[config.mk]
export PLATFORM = sky130hd
export DESIGN_NAME = cfg_router
export DESIGN_NICKNAME = d
export VERILOG_FILES = /design/src/rtl/cfg_router_pkg.sv /design/src/rtl/cfg_id_reg.sv /design/src/rtl/cfg_decode.sv /design/src/rtl/cfg_read_align.sv /design/src/rtl/cfg_router.sv
export SDC_FILE = /design/constraint.sdc
export NUM_CORES = 1
export LEC_CHECK = 0
export ABC_AREA = 0
export BUFFER_PORTS_ARGS = -buffer_cell sky130_fd_sc_hd__buf_4
export CORE_MARGIN = 4
export CORE_UTILIZATION = 47
export CTS_CLUSTER_DIAMETER = 100
export DETAILED_ROUTE_END_ITERATION = 12
export PLACE_DENSITY = 0.89
export SLEW_MARGIN = 20
export SYNTH_ARGS = -nofsm -noshare
export SYNTH_HDL_FRONTEND = slang
export SYNTH_SLANG_ARGS = --single-unit
[constraint.sdc]
create_clock -name clk -period 2.3 [get_ports clk]
set_input_delay 0.23 -clock clk [delete_from_list [all_inputs] [get_ports clk]]
set_output_delay 0.23 -clock clk [all_outputs]
set_load 0.02 [all_outputs]
[src/rtl/cfg_router_pkg.sv]
// Shared types and helpers for the configuration access router.
// Assumes a 32-bit configuration dword and 4 byte lanes.
package cfg_router_pkg;

    typedef enum logic [1:0] {
        SZ_BYTE  = 2'd0,
        SZ_HALF  = 2'd1,
        SZ_WORD  = 2'd2,
        SZ_WORD3 = 2'd3
    } acc_size_e;

    typedef enum logic {
        ST_IDLE = 1'b0,
        ST_WAIT = 1'b1
    } rt_state_e;

    // Mask that keeps the low bytes covered by an access size.
    function automatic logic [31:0] size_mask(acc_size_e sz);
        case (sz)
            SZ_BYTE: size_mask = 32'h0000_00FF;
            SZ_HALF: size_mask = 32'h0000_FFFF;
            default: size_mask = 32'hFFFF_FFFF;
        endcase
    endfunction

endpackage

[src/rtl/cfg_id_reg.sv]
// Target-ID register: holds bus/device/function for outgoing requests.
// Assumes software loads it before starting an access; reads back directly.
module cfg_id_reg #(
    parameter int ID_W = 16
) (
    input  logic            clk,
    input  logic            rst_n,
    input  logic            wr_en,
    input  logic [ID_W-1:0] wr_data,
    output logic [ID_W-1:0] q
);

    // Load on write strobe, clear on reset.
    always_ff @(posedge clk) begin
        if (!rst_n)     q <= '0;
        else if (wr_en) q <= wr_data;
    end

endmodule

[src/rtl/cfg_decode.sv]
// Address decode and screening for one window access.
// Assumes the two space-select bits sit at the top of the window offset
// and that the device/function field is the low DF_W bits of the ID.
module cfg_decode
    import cfg_router_pkg::*;
#(
    parameter int ADDR_W    = 18,
    parameter int REG_W     = 10,
    parameter int DF_W      = 8,
    parameter bit LEGACY_IP = 1'b1,
    parameter int PATCH_DW  = 23,
    parameter int BAR0_DW   = 4,
    parameter int BAR1_DW   = 5
) (
    input  logic [ADDR_W-1:0] addr,
    input  logic              write,
    input  acc_size_e         size,
    input  logic [DF_W-1:0]   devfn,
    output logic              type1,
    output logic              suppress,
    output logic              patch,
    output logic [3:0]        be,
    output logic [REG_W-1:0]  dword
);

    logic [1:0] space;
    logic       root;
    logic       unmapped;
    logic       bar_hit;
    logic       unused_addr_bits;

    assign space            = addr[ADDR_W-1:ADDR_W-2];
    assign dword            = addr[REG_W+1:2];
    assign unused_addr_bits = ^addr[ADDR_W-3:REG_W+2];

    // Space selection: bit 16 clear is root, 2'b01 is external, 2'b11 is a hole.
    always_comb begin
        root     = ~space[0];
        type1    = (space == 2'b01);
        unmapped = (space == 2'b11);
    end

    // Screening of root-space accesses.
    always_comb begin
        bar_hit  = (dword == REG_W'(BAR0_DW)) || (dword == REG_W'(BAR1_DW));
        suppress = unmapped || (root && ((devfn != '0) || bar_hit));
        patch    = LEGACY_IP && root && !write && (dword == REG_W'(PATCH_DW));
    end

    // Byte enables: reads fetch the full dword, writes cover their lanes.
    always_comb begin
        if (!write) be = 4'hF;
        else begin
            case (size)
                SZ_BYTE: be = 4'b0001 << addr[1:0];
                SZ_HALF: be = 4'b0011 << addr[1:0];
                default: be = 4'hF;
            endcase
        end
    end

endmodule

[src/rtl/cfg_read_align.sv]
// Read-data path: optional capability-bit patch, lane shift, size mask.
// Assumes the raw dword is naturally aligned; the patch exists only for the
// legacy revision and is generated away otherwise.
module cfg_read_align
    import cfg_router_pkg::*;
#(
    parameter bit LEGACY_IP = 1'b1,
    parameter int PATCH_BIT = 16
) (
    input  logic [31:0] raw,
    input  logic        patch,
    input  logic [1:0]  lane,
    input  acc_size_e   size,
    output logic [31:0] data
);

    logic [31:0] fixed;

    generate
        if (LEGACY_IP) begin : g_patch
            // Clear the capability bit on the patched dword.
            always_comb begin
                fixed = raw;
                if (patch) fixed[PATCH_BIT] = 1'b0;
            end
        end else begin : g_nopatch
            logic unused_patch;
            assign unused_patch = patch;
            assign fixed        = raw;
        end
    endgenerate

    // Right-justify the addressed lanes and keep the access width.
    always_comb data = (fixed >> {lane, 3'b000}) & size_mask(size);

endmodule

[src/rtl/cfg_router.sv]
// Configuration access router top: accepts one window access at a time,
// screens it, issues a single-cycle request and returns shaped read data.
// Assumes the root port always answers a request with one cpl_valid pulse.
module cfg_router
    import cfg_router_pkg::*;
#(
    parameter int ADDR_W       = 18,
    parameter int REG_W        = 10,
    parameter int ID_W         = 16,
    parameter bit LEGACY_IP    = 1'b1,
    parameter int CAP_BASE     = 'h40,
    parameter int ROOT_CTL_OFS = 'h1C,
    parameter int PATCH_BIT    = 16
) (
    input  logic              clk,
    input  logic              rst_n,
    input  logic              id_wr_en,
    input  logic [ID_W-1:0]   id_wr_data,
    output logic [ID_W-1:0]   id_rd_data,
    input  logic              req_valid,
    input  logic              req_write,
    input  logic [ADDR_W-1:0] req_addr,
    input  logic [1:0]        req_size,
    input  logic [31:0]       req_wdata,
    output logic              rsp_valid,
    output logic [31:0]       rsp_rdata,
    output logic              rsp_not_found,
    output logic              cfg_valid,
    output logic              cfg_type1,
    output logic              cfg_write,
    output logic [ID_W-1:0]   cfg_id,
    output logic [REG_W-1:0]  cfg_dword,
    output logic [3:0]        cfg_be,
    output logic [31:0]       cfg_wdata,
    input  logic              cpl_valid,
    input  logic [31:0]       cpl_rdata
);

    localparam int DF_W     = 8;
    localparam int PATCH_DW = (CAP_BASE + ROOT_CTL_OFS) / 4;
    localparam int BAR0_DW  = 'h10 / 4;
    localparam int BAR1_DW  = 'h14 / 4;

    rt_state_e        state;
    acc_size_e        size_in;
    acc_size_e        size_q;
    acc_size_e        size_sel;
    logic [1:0]       lane_q;
    logic [1:0]       lane_sel;
    logic             patch_q;
    logic             patch_sel;
    logic [31:0]      raw_sel;
    logic [31:0]      shaped;
    logic             dec_type1;
    logic             dec_suppress;
    logic             dec_patch;
    logic [3:0]       dec_be;
    logic [REG_W-1:0] dec_dword;

    assign size_in = acc_size_e'(req_size);

    cfg_id_reg #(.ID_W(ID_W)) u_id (
        .clk     (clk),
        .rst_n   (rst_n),
        .wr_en   (id_wr_en),
        .wr_data (id_wr_data),
        .q       (id_rd_data)
    );

    cfg_decode #(
        .ADDR_W    (ADDR_W),
        .REG_W     (REG_W),
        .DF_W      (DF_W),
        .LEGACY_IP (LEGACY_IP),
        .PATCH_DW  (PATCH_DW),
        .BAR0_DW   (BAR0_DW),
        .BAR1_DW   (BAR1_DW)
    ) u_dec (
        .addr     (req_addr),
        .write    (req_write),
        .size     (size_in),
        .devfn    (id_rd_data[DF_W-1:0]),
        .type1    (dec_type1),
        .suppress (dec_suppress),
        .patch    (dec_patch),
        .be       (dec_be),
        .dword    (dec_dword)
    );

    // Shared shaping path: all ones for a screened read, else the completion.
    always_comb begin
        if (state == ST_IDLE) begin
            raw_sel   = 32'hFFFF_FFFF;
            patch_sel = 1'b0;
            lane_sel  = req_addr[1:0];
            size_sel  = size_in;
        end else begin
            raw_sel   = cpl_rdata;
            patch_sel = patch_q;
            lane_sel  = lane_q;
            size_sel  = size_q;
        end
    end

    cfg_read_align #(
        .LEGACY_IP (LEGACY_IP),
        .PATCH_BIT (PATCH_BIT)
    ) u_align (
        .raw   (raw_sel),
        .patch (patch_sel),
        .lane  (lane_sel),
        .size  (size_sel),
        .data  (shaped)
    );

    // Access sequencer: accept, screen or issue, then wait for completion.
    always_ff @(posedge clk) begin
        if (!rst_n) begin
            state         <= ST_IDLE;
            cfg_valid     <= 1'b0;
            cfg_type1     <= 1'b0;
            cfg_write     <= 1'b0;
            cfg_id        <= '0;
            cfg_dword     <= '0;
            cfg_be        <= '0;
            cfg_wdata     <= '0;
            rsp_valid     <= 1'b0;
            rsp_rdata     <= '0;
            rsp_not_found <= 1'b0;
            lane_q        <= '0;
            size_q        <= SZ_BYTE;
            patch_q       <= 1'b0;
        end else begin
            cfg_valid <= 1'b0;
            rsp_valid <= 1'b0;
            case (state)
                ST_IDLE: begin
                    if (req_valid) begin
                        if (dec_suppress) begin
                            rsp_valid     <= 1'b1;
                            rsp_not_found <= 1'b1;
                            rsp_rdata     <= req_write ? 32'h0 : shaped;
                        end else begin
                            cfg_valid <= 1'b1;
                            cfg_type1 <= dec_type1;
                            cfg_write <= req_write;
                            cfg_id    <= dec_type1 ? id_rd_data : '0;
                            cfg_dword <= dec_dword;
                            cfg_be    <= dec_be;
                            cfg_wdata <= req_wdata;
                            lane_q    <= req_addr[1:0];
                            size_q    <= size_in;
                            patch_q   <= dec_patch;
                            state     <= ST_WAIT;
                        end
                    end
                end
                ST_WAIT: begin
                    if (cpl_valid) begin
                        rsp_valid     <= 1'b1;
                        rsp_not_found <= 1'b0;
                        rsp_rdata     <= cfg_write ? 32'h0 : shaped;
                        state         <= ST_IDLE;
                    end
                end
                default: state <= ST_IDLE;
            endcase
        end
    end

endmodule

### Yosys cells after proc, flatten, opt, wreduce, memory -nomap -nowiden

Index checks and enable logic that the tools add are counted.

| storage, ports and cells | value |
|---|---|
| word-level logic and storage cells | 73 |
| input port bits | 106 |
| output and inout bits | 115 |
| register bits after elaboration | 121 |

| cells by class | value |
|---|---|
| shifts and indexed selects | 3 |
| multiplexer cells | 27 |
| eq/ne operators | 10 |
| reduce and logical (&&, ||, !) cells | 13 |
| bitwise logic cells | 5 |

Operators with widths:

| cell | number |
|---|---|
| $mux 32 | 6 |
| $pmux 32 s2 | 2 |
| $and 32x32->32 | 1 |
| $shr 32x5->32 | 1 |
| $eq 10x3->1 const B | 2 |
| $mux 16 | 1 |
| $mux 1 | 11 |
| $eq 10x5->1 const B | 1 |
| $pmux 4 s2 | 1 |
| $reduce_bool 8->1 | 1 |
| $eq 2x1->1 const B | 3 |
| $ne 2x2->1 const B | 3 |
| $pmux 1 s2 | 3 |
| $reduce_and 3->1 | 2 |
| $logic_not 2->1 | 2 |
| $mux 2 | 2 |
| $mux 4 | 1 |
| $not 1->1 | 4 |
| $shl 1x2->4 const A | 1 |
| $shl 2x2->4 const A | 1 |
| $logic_and 1x1->1 | 3 |
| $logic_or 1x1->1 | 3 |
| $eq 2x2->1 const B | 1 |
| $reduce_or 2->1 | 1 |
| $logic_not 1->1 | 1 |

### Depth between registers and ports, before layout

Gate-level depths: netlist (run 1).

| depth | value |
|---|---|
| depth after elaboration | 8 |
| gate-level depth with buffers | 7 |
| depth with buffers taken out | 5 |

### Cells and area by module

From an unflattened synthesis (run 1), not the netlist that was laid out.

| unflattened totals | value |
|---|---|
| cells, all modules | 659 |
| area total of the unflattened synthesis | 5,858.1 sq um |

Modules (own cells, without submodules):

| module | instances | seq. area each (sq um) | area an instance (sq um) | cells each |
|---|---|---|---|---|
| cfg_router | 1 | 2,102.0 | 4,386.7 | 499 |
| cfg_read_align | 1 | 0.0 | 651.9 | 78 |
| cfg_id_reg | 1 | 320.3 | 615.6 | 51 |
| cfg_decode | 1 | 0.0 | 203.9 | 31 |

### Least setup slack after synthesis (run 1)

Ideal clock, no wire load.

| timing path | value |
|---|---|
| kind | flip-flop to flip-flop |
| from | register u_id.q[0] |
| to | register cfg_id[10] |
| setup slack | 0.507 ns |
| setup time | 0.117 ns |
| data required time | 2.183 ns |
| buffers on the path | 1 |
| cell stages (with the launch flop) | 7 |
| data arrival time | 1.676 ns |
| clock period less this slack | 1.793 ns |
| cells stage by stage | dfxtp_1 nor4_4 nand3_4 o21bai_2 nand2_1 buf_4 a32o_1 |

| on the way | value |
|---|---|
| word-level cells in the longest chain between the ends | 6 |

RTL lines:

| element | line | source |
|---|---|---|
| start: declaration | cfg_id_reg.sv:10 | `output logic [ID_W-1:0] q` |
| start signal: assignment | cfg_id_reg.sv:16 | `else if (wr_en) q <= wr_data;` |
| $reduce_bool 8->1 | cfg_decode.sv:46 | `suppress = unmapped \|\| (root && ((devfn != '0) \|\| bar_hit));` |
| $logic_or 1x1->1 | cfg_decode.sv:46 |  |
| $logic_and 1x1->1 | cfg_decode.sv:46 |  |
| $logic_or 1x1->1 | cfg_decode.sv:46 |  |
| $not 1->1 (no source line) | - |  |
| $reduce_and 3->1 (no source line) | - |  |
| end signal: assignment | cfg_router.sv:147 | `cfg_id <= dec_type1 ? id_rd_data : '0;` |
| end: declaration | cfg_router.sv:31 | `output logic [ID_W-1:0] cfg_id,` |

No other way between the ends.
A chain may end at the register's enable or synchronous reset.

### Worst setup path in the final report (run 1)

| timing path | value |
|---|---|
| from | register u_id.q[2] |
| to | register cfg_id[7] |

Same word-level chain as after synthesis.

==> results by group, run 1 <==
Status
  – Outcome: finished, final reports clean

STA
  – Final-layout setup total negative slack: 0 ns
  – PnR worst setup slack: 0.105 ns
  – Transition at the pin with the smallest max-transition slack: 0.645 ns
  – Final period utilization: 95.4%
  – Worst relative slew slack: 56.9%
  – Final critical-path required period: 2.20 ns
  – Max-slew violation count: 0
  – Top achievable clock speed: 456 MHz
  – RSZ-0062 raised after global routing: false
  – Hold Fails Final Rpt: 0
  – Endpoints failing setup: 0
  – Skew final: 0.00640 ns

Critical path
  – Worst path max stage delay: 0.39 ns
  – Flop-to-flop setup slack: 0.10 ns
  – Type of the worst setup path: reg -> reg
  – Maximum fanout along the worst path: 18
  – Type of element launching the critical path: register
  – Slowest stage cell, crit path: sky130_fd_sc_hd__o21bai_2
  – Critical path's top delay family: compound AO/OA/AOI/OAI gates
  – Required time reported for the critical path endpoint: 2.69 ns
  – Worst path cell trace: nor3_1 -> buf_4 -> nand3_4 -> buf_4 -> o21bai_2 -> nand2_1 -> buf_4 -> a32o_1
  – Buf+Inv Stages, Crit Path: 3
  – Most common cell on crit path: sky130_fd_sc_hd__buf_4
  – CP arrival: 2.59 ns
  – Type of element capturing the critical path: register

Synth
  – Post-Synthesis Mean Instance Area: 9.41 sq um
  – Number of flip-flops and latches in the synthesized netlist: 121
  – Cell count after synthesis: 535
  – Synthesized area: 5040 sq um
  – Top_reg_cell synth: sky130_fd_sc_hd__dfxtp_1
  – Most common cell in the synthesized netlist: sky130_fd_sc_hd__dfxtp_1
  – Most area-hungry cell type in the Yosys netlist: sky130_fd_sc_hd__dfxtp_1
  – Post-Synthesis Net Count: 641
  – Area share of the largest cell type after synthesis: 48.1%
  – Synth cell types: 43
  – Number of enable-type register cells in the synthesized netlist: 0
  – Cells taking the most area after synthesis: sky130_fd_sc_hd__dfxtp_1 48%, sky130_fd_sc_hd__mux2i_1 11%, sky130_fd_sc_hd__a22o_1 5.6%
  – Share of the yosys chip area belonging to registers: 48.1%
  – Share of flip-flops with an asynchronous set or reset: 0%
  – Number of warnings issued by yosys: 0
  – Ranking of synthesized cells by instance count: 121 x sky130_fd_sc_hd__dfxtp_1, 53 x sky130_fd_sc_hd__mux2i_1, 53 x sky130_fd_sc_hd__nand2_1, 42 x sky130_fd_sc_hd__o21ai_0, 38 x sky130_fd_sc_hd__a21oi_1

Die
  – Area of the core: 10,400 sq um
  – FP Rows: 37
  – Die width: 112 um
  – Effective utilization at floorplan: 48.6%
  – Die ar.: 12,400 sq um
  – Boundary Pins: 221
  – Die Height: 112 um

Global routing
  – Global-route usage over all layers: 29.6%
  – GR peak layer: met2
  – Met3 track demand over resource in global routing: 9.46%
  – Largest net degree at the start of global routing: 57
  – Total gr overflow: 0
  – Number of antenna violations at the first check in global routing: 0
  – Met2 track demand over resource: 50.6%
  – Number of global-route vias before repair: 5,758
  – Global-route wire length before repair: 30,000 um
  – Met1 routing resource usage after global routing: 33.0%

Placement
  – Total placed instance area: 6800 sq um
  – Number of cells in the design after placement: 863
  – GP Congestion: 0.854
  – Place WS: -0.0468 ns
  – HPWL Detailed: 11,600 um
  – Number of port buffers: 216

Clock network
  – Number of clock sinks: 121
  – CTS tree: built
  – Number of CTS-inserted buffers: 17
  – Later-pin clock latency in the skew report: 0.51 ns
  – Clock buffer depth: 2
  – Root Buffer Master: sky130_fd_sc_hd__clkbuf_8
  – # H-tree levels: 4
  – Clock transition at the registers of the reported paths: 0.06 ns

Power
  – Worst voltage drop across the vdd grid: 559 uV
  – Leakage power summed over all cells: 3.47 nW
  – Pwr Total: 6.21 mW
  – Pwr dens: 774 nW/um^2

Drt
  – DRT Pass-1 Iters: 5
  – Number of remaining DRC errors: 0
  – Violation count after the first detailed-routing iteration: 472
  – Via density per instance: 5.88
  – Antenna Nets Post-Route: 0
  – Routed via count: 5,608
  – WL final: 18,900 um
  – Routed length per instance: 19.8 um

Layout
  – Syn-to-layout area delta: 59.5%
  – Diode count: 0
  – Share of cells above drive strength 1: 35.3%
  – Summed area of non-filler cells in the final layout: 8030 sq um
  – Final non-filler cell total: 953
  – Largest regs: cfg_wdata: 32 flops, rsp_rdata: 32 flops
  – # nets final: 910

Worst hold path
  – Worst min-delay path class: in -> reg

Run
  – Count of max-cap constraint violations: 0
worst min-delay path, delay by kind of cell:
| kind | cells | cell delay [ns] |
|---|---|---|
| buf+inv | 1 | 0.13 |
| simple gates | 1 | 0.06 |
| compound gates | 1 | 0.05 |
power breakdown:
part,internal [mW],switching [mW],total (mW)
logic,0.477,0.557,1.03
registers,2.21,0.0758,2.28
clock network,1.93,0.968,2.90
total,4.61,1.60,6.21
path summary, 6_finish.rpt:
path | end | start | cells past startpoint
worst min-delay path | size_q[1] | req_size[1] | 3
worst max register to register | cfg_id[7] | u_id.q[2] | 8
worst min register to register | cfg_wdata[23] | cfg_wdata[23] | 2
worst max-delay path | cfg_id[7] | u_id.q[2] | 8
repair_timing:
action,CTS,global route
hold endpoints to repair,55,0
hold buffers,55,0
setup buffers,0,3
resized for setup,1,2
cloned,0,0
endpoints found under the setup margin,6,13
pin swaps,0,1
per-layer routing:
metal	wire [um]	share of wire [%]
met1	7030	37
met2	9210	49
met3	1750	9.2
met4	919	4.9
met5	0	0
cell families (layout without fill, tap and decap cells):
kind of cell	count (synthesis)	after routing	share of synthesized area, %
AO/OA/AOI/OAI	157	157	22.1
flip-flops	121	121	48.1
buffers and inverters	49	331	4.45
multiplexers	55	55	11.0
AND/OR/NAND/NOR	153	153	14.4
stage by stage:
step,hold slack [ns],util [%]
floorplan,0.372,-
detailed placement,0.452,65.6
global placement,0.444,65.5
CTS,0.00627,77.1
finish,0.0268,77.4
global route,0.0132,77.4
final cells by class:
cell class / instances / area (sq um)
fill: 642 / 2340
inverter: 3 / 11.3
clock buffer: 21 / 449
sequential: 121 / 2420
multi-input combinational: 365 / 2410
tap: 136 / 170
clock inverter: 11 / 194
timing repair buffer: 296 / 2380
cells in the final DEF (no fill, tap or decap), types with 7 or more instances in the layout:
cell type / instances
sky130_fd_sc_hd__a21oi_1: 38
sky130_fd_sc_hd__a22o_1: 32
sky130_fd_sc_hd__a31oi_1: 7
sky130_fd_sc_hd__a32o_1: 16
sky130_fd_sc_hd__buf_4: 239
sky130_fd_sc_hd__clkbuf_16: 16
sky130_fd_sc_hd__dfxtp_1: 121
sky130_fd_sc_hd__dlygate4sd3_1: 55
sky130_fd_sc_hd__mux2i_1: 53
sky130_fd_sc_hd__nand2_1: 53
sky130_fd_sc_hd__nand2b_1: 11
sky130_fd_sc_hd__nand3_1: 34
sky130_fd_sc_hd__nor2_1: 34
sky130_fd_sc_hd__o211ai_1: 8
sky130_fd_sc_hd__o21ai_0: 42
Power figures use the tool's default switching activity.
==> run 2, diff against run 1 <==
--- a/config.mk
+++ b/config.mk
@@ -12,6 +12,7 @@
 export CTS_CLUSTER_DIAMETER = 100
 export DETAILED_ROUTE_END_ITERATION = 12
 export PLACE_DENSITY = 0.89
+export RECOVER_POWER = 50
 export SLEW_MARGIN = 20
 export SYNTH_ARGS = -nofsm -noshare
 export SYNTH_HDL_FRONTEND = slang
==> run 2 against run 1 <==
Against the previous run: wire length decreased by 0.54%; combinational power decreased by 7%; first-iteration DRC count increased by 5.5%; largest cell class unchanged; clock-buffer cell count unchanged; non-clock buffer count unchanged; total power decreased by 1.2%; final cell count unchanged; critical endpoint is now cfg_wdata[8]; sequential cell count unchanged; critical path depth unchanged.
==> results by group, run 2 (same netlist as run 1, synthesis figures left out) <==
Clock network
  – Later-pin clock latency in the skew report: 0.51 ns (about the same)
  – Root Buffer Master: sky130_fd_sc_hd__clkbuf_8
  – Number of clock sinks: 121 (unchanged)
  – Number of CTS-inserted buffers: 17 (unchanged)
  – CTS tree: built
  – Clock transition at the registers of the reported paths: 0.06 ns (about the same)
  – # H-tree levels: 4 (unchanged)
  – Clock buffer depth: 2 (unchanged)

Critical path
  – Required time reported for the critical path endpoint: 2.72 ns (+0.03 ns)
  – Buf+Inv Stages, Crit Path: 3 (unchanged)
  – Worst reg2reg startpoint: u_id.q[2]
  – Most common cell on crit path: sky130_fd_sc_hd__buf_4
  – Type of element capturing the critical path: register
  – Flop-to-flop setup slack: 0.14 ns (+0.03 ns)
  – Critical path's top delay family: buffers and inverters
  – Worst path cell trace: nor3_1 -> buf_4 -> nand3_4 -> buf_4 -> o21bai_2 -> buf_4 -> nand3_1 -> a21oi_1
  – Number of stages on the worst setup path: 8 (unchanged)
  – Critical Path Source: u_id.q[2]
  – Slowest stage cell, crit path: sky130_fd_sc_hd__o21bai_2
  – Worst r2r path cells: 8 (unchanged)
  – Type of the worst setup path: reg -> reg
  – Type of element launching the critical path: register
  – Maximum fanout along the worst path: 23 (+5)
  – CP arrival: 2.58 ns (about the same)
  – Worst path max stage delay: 0.39 ns (about the same)

Drt
  – Antenna Nets Post-Route: 0 (unchanged)
  – WL final: 18,800 um (-0.54%)
  – Routed via count: 5,616 (+0.14%)
  – Violation count after the first detailed-routing iteration: 498 (+5.5%)
  – Routed length per instance: 19.7 um (-0.54%)
  – DRT Pass-1 Iters: 5 (unchanged)
  – Number of remaining DRC errors: 0 (unchanged)
  – Via density per instance: 5.89 (+0.14%)

Power
  – Sequential power share: 37.1% (+0.4 points)
  – Portion of total power attributed to combinational logic: 15.6% (-1.0 points)
  – Pwr Total: 6.14 mW (-1.2%)
  – Net switching power: 1.60 mW (about the same)
  – Pwr dens: 803 nW/um^2 (+3.9%)
  – Fraction of power spent switching nets: 26.1% (+0.30 points)
  – Worst voltage drop across the vdd grid: 550 uV (-1.7%)
  – Leakage power summed over all cells: 3.03 nW (-13%)
  – Design internal power: 4.54 mW (-1.6%)
  – Clock network fraction of design power: 47.3% (+0.7 points)

STA
  – Final critical-path required period: 2.16 ns (-0.0344 ns)
  – Endpoints failing setup: 0 (unchanged)
  – Skew final: 0.00797 ns (+0.00158 ns)
  – Max-slew violation count: 0 (unchanged)
  – Transition at the pin with the smallest max-transition slack: 0.650 ns (+0.00487 ns)
  – Hold Fails Final Rpt: 0 (unchanged)
  – RSZ-0062 raised after global routing: false
  – Worst relative slew slack: 56.5% (-0.33 points)
  – Top achievable clock speed: 463 MHz (+1.6%)
  – Tightest hold margin: 0.0249 ns (-0.00188 ns)
  – Final period utilization: 93.9% (-1.5 points)

Status
  – Outcome: finished, final reports clean

Layout
  – Commonest non-fill, non-tap cell in the layout: sky130_fd_sc_hd__buf_4
  – Most frequent cells in the layout: 122 x sky130_fd_sc_hd__buf_4, 121 x sky130_fd_sc_hd__dfxtp_1, 107 x sky130_fd_sc_hd__clkbuf_1, 55 x sky130_fd_sc_hd__dlygate4sd3_1
  – Share of cells above drive strength 1: 22.4% (-13 points)
  – Syn-to-layout area delta: 51.7%
  – Largest regs: cfg_wdata: 32 flops, rsp_rdata: 32 flops
  – # nets final: 910 (unchanged)
  – Diode count: 0 (unchanged)

Worst hold path
  – Origin of the worst min-delay path: req_size[1]
  – Worst min-delay path class: in -> reg
  – WHS Path Cells: 3 (unchanged)

Die
  – Area of the core: 10,400 sq um (unchanged)
  – Die width: 112 um (unchanged)
  – FP Rows: 37 (unchanged)
  – Effective utilization at floorplan: 48.6% (unchanged)
  – Die ar.: 12,400 sq um (unchanged)
  – Boundary Pins: 221 (unchanged)
  – Die Height: 112 um (unchanged)

Global routing
  – Number of global-route vias before repair: 5,758 (unchanged)
  – Largest net degree at the start of global routing: 57 (unchanged)
  – Global-route wire length before repair: 30,000 um (unchanged)
  – Global-route usage over all layers: 29.6% (unchanged)
  – Number of antenna violations at the first check in global routing: 0 (unchanged)
  – Total gr overflow: 0 (unchanged)

Placement
  – HPWL Detailed: 11,600 um (unchanged)
  – GP Congestion: 0.854 (unchanged)
  – Number of port buffers: 216 (unchanged)

Run
  – Count of max-cap constraint violations: 0 (unchanged)
run 2: changes by cell type in the layout (fill, tap and decap cells not counted):
cell | before | now
sky130_fd_sc_hd__clkbuf_4 | 0 | 12
sky130_fd_sc_hd__buf_4 | 239 | 122
sky130_fd_sc_hd__clkbuf_1 | 2 | 107
run 2: per-stage QoR:
stage | cells | setup WS [ns] | setup TNS [ns] | cell area, sq um | util, %
after global routing | 953 | 0.0329 | 0 | 7640 | 73.6
after global placement | 862 | -0.0705 | -2.17 | 6790 | 65.5
final | 953 | 0.139 | 0 | 7640 | 73.6
after CTS | 950 | 0.0547 | 0 | 8000 | 77.1
after floorplan | 535 | 0.507 | 0 | 5040 | -
after detailed placement | 863 | -0.0468 | -0.139 | 6800 | 65.6
run 2: timing repair:
item                                    CTS  global route
hold buffers                             55             0
endpoints found under the setup margin    6            13
pin swaps                                 0             1
hold endpoints to repair                 55             0
setup buffers                             0             3
resized for setup                         1             2
run 2: final cells by class:
cell class / count / area (sq um)
inverter: 3 / 11.3
tap: 136 / 170
multi-input combinational: 365 / 2410
timing repair buffer: 296 / 1980
clock buffer: 21 / 449
clock inverter: 11 / 194
sequential: 121 / 2420
fill: 764 / 2730
run 2: worst min-delay path: cells and delay by family:
kind,cells,cell delay [ns]
buffers and inverters,1,0.13
AO/OA/AOI/OAI,1,0.05
AND/OR/NAND/NOR,1,0.06
run 2: path summary, 6_finish.rpt:
path                   endpoint
setup / recovery   cfg_wdata[8]
hold / removal        size_q[1]
setup reg to reg   cfg_wdata[8]
hold reg to reg   cfg_wdata[23]
run 2: power by group through the flow:
stage | Combinational [mW] | Clock (mW) | Sequential [mW]
after floorplan | 0.372 | 0 | 2.43
after global placement | 0.880 | 0 | 2.31
after detailed placement | 0.910 | 0 | 2.32
after CTS | 0.996 | 2.91 | 2.27
after global routing | 1.02 | 3.01 | 2.29
final | 0.958 | 2.90 | 2.28
run 2: metal layers:
metal | up-vias | wire, um | global-route usage (%)
met5 | - | 0 | 0
met4 | 0 | 1020 | 15.2
met1 | 2630 | 6900 | 33.0
met2 | 406 | 9010 | 50.6
met3 | 90 | 1880 | 9.46
li1 | 2490 | - | -
==> run 3, diff against run 2 <==
==> constraint.sdc (replaced) <==
create_clock -name clk -period 2.3 [get_ports clk]
set_input_delay 0.23 -clock clk [delete_from_list [all_inputs] [get_ports clk]]
set_output_delay 0.23 -clock clk [all_outputs]
set_load 0.05 [all_outputs]
==> run 3 against run 2 <==
Against the previous run: first-iteration DRC count up 1.6%; total power down 1.1%; non-clock buffer count up 4; cell area down 0.33%; sequential share of layout area up 0.10 points; global-route usage up 0.32 points; via count up 0.30%; critical path depth down 1; fmax down 0.47%; die area unchanged; sequential power about the same; worst setup slack worse by 0.010 ns; critical endpoint is now rsp_rdata[13].
==> results by group, run 3 (same netlist as run 1, synthesis figures left out) <==
Die
  – Die width: 112 um (unchanged)
  – Effective utilization at floorplan: 48.6% (unchanged)
  – FP Rows: 37 (unchanged)
  – Die ar.: 12,400 sq um (unchanged)
  – Boundary Pins: 221 (unchanged)
  – Die Height: 112 um (unchanged)
  – Area of the core: 10,400 sq um (unchanged)

Power
  – Leakage power summed over all cells: 2.99 nW (-1.1%)
  – Pwr dens: 798 nW/um^2 (-0.74%)
  – Clock network fraction of design power: 42.7% (-4.6 points)
  – Fraction of power spent switching nets: 30.5% (+4.5 points)
  – Portion of total power attributed to combinational logic: 19.8% (+4.2 points)
  – Worst voltage drop across the vdd grid: 525 uV (-4.5%)
  – Design internal power: 4.22 mW (-7.0%)
  – Sequential power share: 37.5% (+0.4 points)
  – Net switching power: 1.85 mW (+16%)

Critical path
  – Type of element capturing the critical path: register
  – Required time reported for the critical path endpoint: 2.74 ns (+0.02 ns)
  – Flop-to-flop setup slack: 0.21 ns (+0.07 ns)
  – Maximum fanout along the worst path: 8 (-65%)
  – Critical Path Source: req_addr[8]
  – Type of the worst setup path: in -> reg
  – Worst reg2reg startpoint: u_id.q[0]
  – Type of element launching the critical path: primary input
  – Critical Path End: rsp_rdata[13]
  – FF-to-FF End: cfg_wdata[11]
  – Worst r2r path cells: 7 (-1)
  – CP arrival: 2.61 ns (+0.03 ns)

Global routing
  – Global-route wire length before repair: 30,000 um (about the same)
  – Global-route usage over all layers: 29.9% (+0.32 points)
  – Number of antenna violations at the first check in global routing: 0 (unchanged)
  – Largest net degree at the start of global routing: 57 (unchanged)
  – Total gr overflow: 0 (unchanged)
  – Number of global-route vias before repair: 5,681 (-1.3%)

STA
  – Tightest hold margin: 0.0397 ns (+0.0148 ns)
  – Endpoints failing setup: 0 (unchanged)
  – Skew final: 0.0135 ns (+0.00548 ns)
  – Final period utilization: 94.4% (+0.44 points)
  – Transition at the pin with the smallest max-transition slack: 0.702 ns (+0.0512 ns)
  – Hold Fails Final Rpt: 0 (unchanged)
  – Max-slew violation count: 0 (unchanged)
  – Top achievable clock speed: 461 MHz (-0.47%)
  – Worst relative slew slack: 53.1% (-3.5 points)
  – Final critical-path required period: 2.17 ns (+0.0101 ns)
  – PnR worst setup slack: 0.129 ns (-0.0101 ns)
  – RSZ-0062 raised after global routing: false

Placement
  – HPWL Detailed: 11,600 um (+0.23%)
  – Number of port buffers: 216 (unchanged)
  – Place WS: -0.0322 ns (+0.0146 ns)
  – Total placed instance area: 6820 sq um (+0.22%)
  – GP Congestion: 0.854 (about the same)

Clock network
  – Number of clock sinks: 121 (unchanged)
  – Clock transition at the registers of the reported paths: 0.06 ns (about the same)
  – Clock buffer depth: 2 (unchanged)
  – Root Buffer Master: sky130_fd_sc_hd__clkbuf_8
  – Later-pin clock latency in the skew report: 0.51 ns (about the same)
  – # H-tree levels: 4 (unchanged)
  – Number of CTS-inserted buffers: 17 (unchanged)
  – CTS tree: built

Drt
  – WL final: 19,600 um (+4.1%)
  – Routed length per instance: 20.4 um (+3.6%)
  – Via density per instance: 5.88 (-0.22%)
  – Number of remaining DRC errors: 0 (unchanged)
  – Routed via count: 5,633 (+0.30%)
  – DRT Pass-1 Iters: 5 (unchanged)
  – Violation count after the first detailed-routing iteration: 506 (+1.6%)
  – Antenna Nets Post-Route: 0 (unchanged)

Layout
  – Share of cells above drive strength 1: 22.3% (-0.11 points)
  – Largest regs: cfg_wdata: 32 flops, rsp_rdata: 32 flops
  – Commonest non-fill, non-tap cell in the layout: sky130_fd_sc_hd__buf_4
  – # nets final: 914 (+0.44%)
  – Syn-to-layout area delta: 51.2%
  – Most frequent cells in the layout: 124 x sky130_fd_sc_hd__buf_4, 121 x sky130_fd_sc_hd__dfxtp_1, 107 x sky130_fd_sc_hd__clkbuf_1, 57 x sky130_fd_sc_hd__dlygate4sd3_1
  – Summed area of non-filler cells in the final layout: 7610 sq um (-0.33%)

Worst hold path
  – Origin of the worst min-delay path: req_addr[0]
  – Worst min-delay path class: in -> reg

Status
  – Outcome: finished, final reports clean

Run
  – Count of max-cap constraint violations: 0 (unchanged)
-- run 3: cell count changes in the layout (fill, tap and decap cells not counted), moves of 2 or more --
| cell | before | now |
|---|---|---|
| sky130_fd_sc_hd__clkinvlp_4 | 1 | 6 |
| sky130_fd_sc_hd__clkbuf_8 | 3 | 7 |
| sky130_fd_sc_hd__bufinv_16 | 5 | 1 |
| sky130_fd_sc_hd__clkbuf_4 | 12 | 9 |
| sky130_fd_sc_hd__dlygate4sd3_1 | 55 | 57 |
| sky130_fd_sc_hd__clkinv_4 | 3 | 1 |
| sky130_fd_sc_hd__buf_4 | 122 | 124 |
-- run 3: worst min-delay path by stage --
stage	end	cells after the start	slack (ns)
final	lane_q[0]	3	0.04
after global routing	lane_q[0]	3	0.02
after CTS	size_q[1]	3	0.001
after detailed placement	cfg_wdata[21]	2	0.45
after global placement	cfg_wdata[23]	2	0.44
after floorplan	cfg_wdata[18]	2	0.37
-- run 3: through the flow --
step	total power, mW	utilization [%]	std cells	setup TNS (ns)
floorplan	3.03	-	535	0
global placement	3.43	65.6	864	-1.95
detailed placement	3.47	65.7	865	-0.0859
CTS	6.09	76.8	953	0
global route	6.26	73.4	957	0
finish	6.07	73.4	958	0
-- run 3: worst max-delay path, cell delays in order --
cell                            delay, ns
sky130_fd_sc_hd__dlygate4sd3_1       0.54
sky130_fd_sc_hd__buf_4               0.15
sky130_fd_sc_hd__nor4_2              0.35
sky130_fd_sc_hd__and4_4              0.35
sky130_fd_sc_hd__o311ai_4            0.15
sky130_fd_sc_hd__nor2_1              0.61
sky130_fd_sc_hd__a22o_1              0.23
-- run 3: power by group through the flow --
stage	combinational [mW]	clock, mW	sequential (mW)
after floorplan	0.372	0	2.66
after global placement	1.12	0	2.31
after detailed placement	1.15	0	2.32
after CTS	1.23	2.58	2.27
after global routing	1.26	2.71	2.29
final	1.20	2.59	2.28
-- run 3: what timing repair did --
item                                   in CTS  in global routing
resized for setup                           1                  3
pin swaps                                   0                  1
buffers inserted                            0                  3
setup endpoints to repair                   1                  9
endpoints found under the hold margin      56                  1
hold buffers                               56                  1
-- run 3: area by class of cell --
| type | count | area [sq um] |
|---|---|---|
| Timing Repair Buffer | 300 | 2010 |
| Clock buffer | 23 | 497 |
| Inverter | 3 | 11.3 |
| Multi-Input combinational cell | 365 | 2410 |
| Antenna cell | 1 | 2.50 |
| Tap cell | 136 | 170 |
| Fill cell | 796 | 2760 |
| Clock inverter | 9 | 88.8 |
| Sequential cell | 121 | 2420 |
-- run 3: metal layers --
layer	wire length, um	vias to the layer above	GRT usage (%)	part of all wire [%]
met5	0	-	0	0
met4	861	0	13.8	4.4
met3	1890	77	10.5	9.6
met2	9750	404	51.7	50
met1	7080	2659	32.9	36
li1	-	2493	-	-
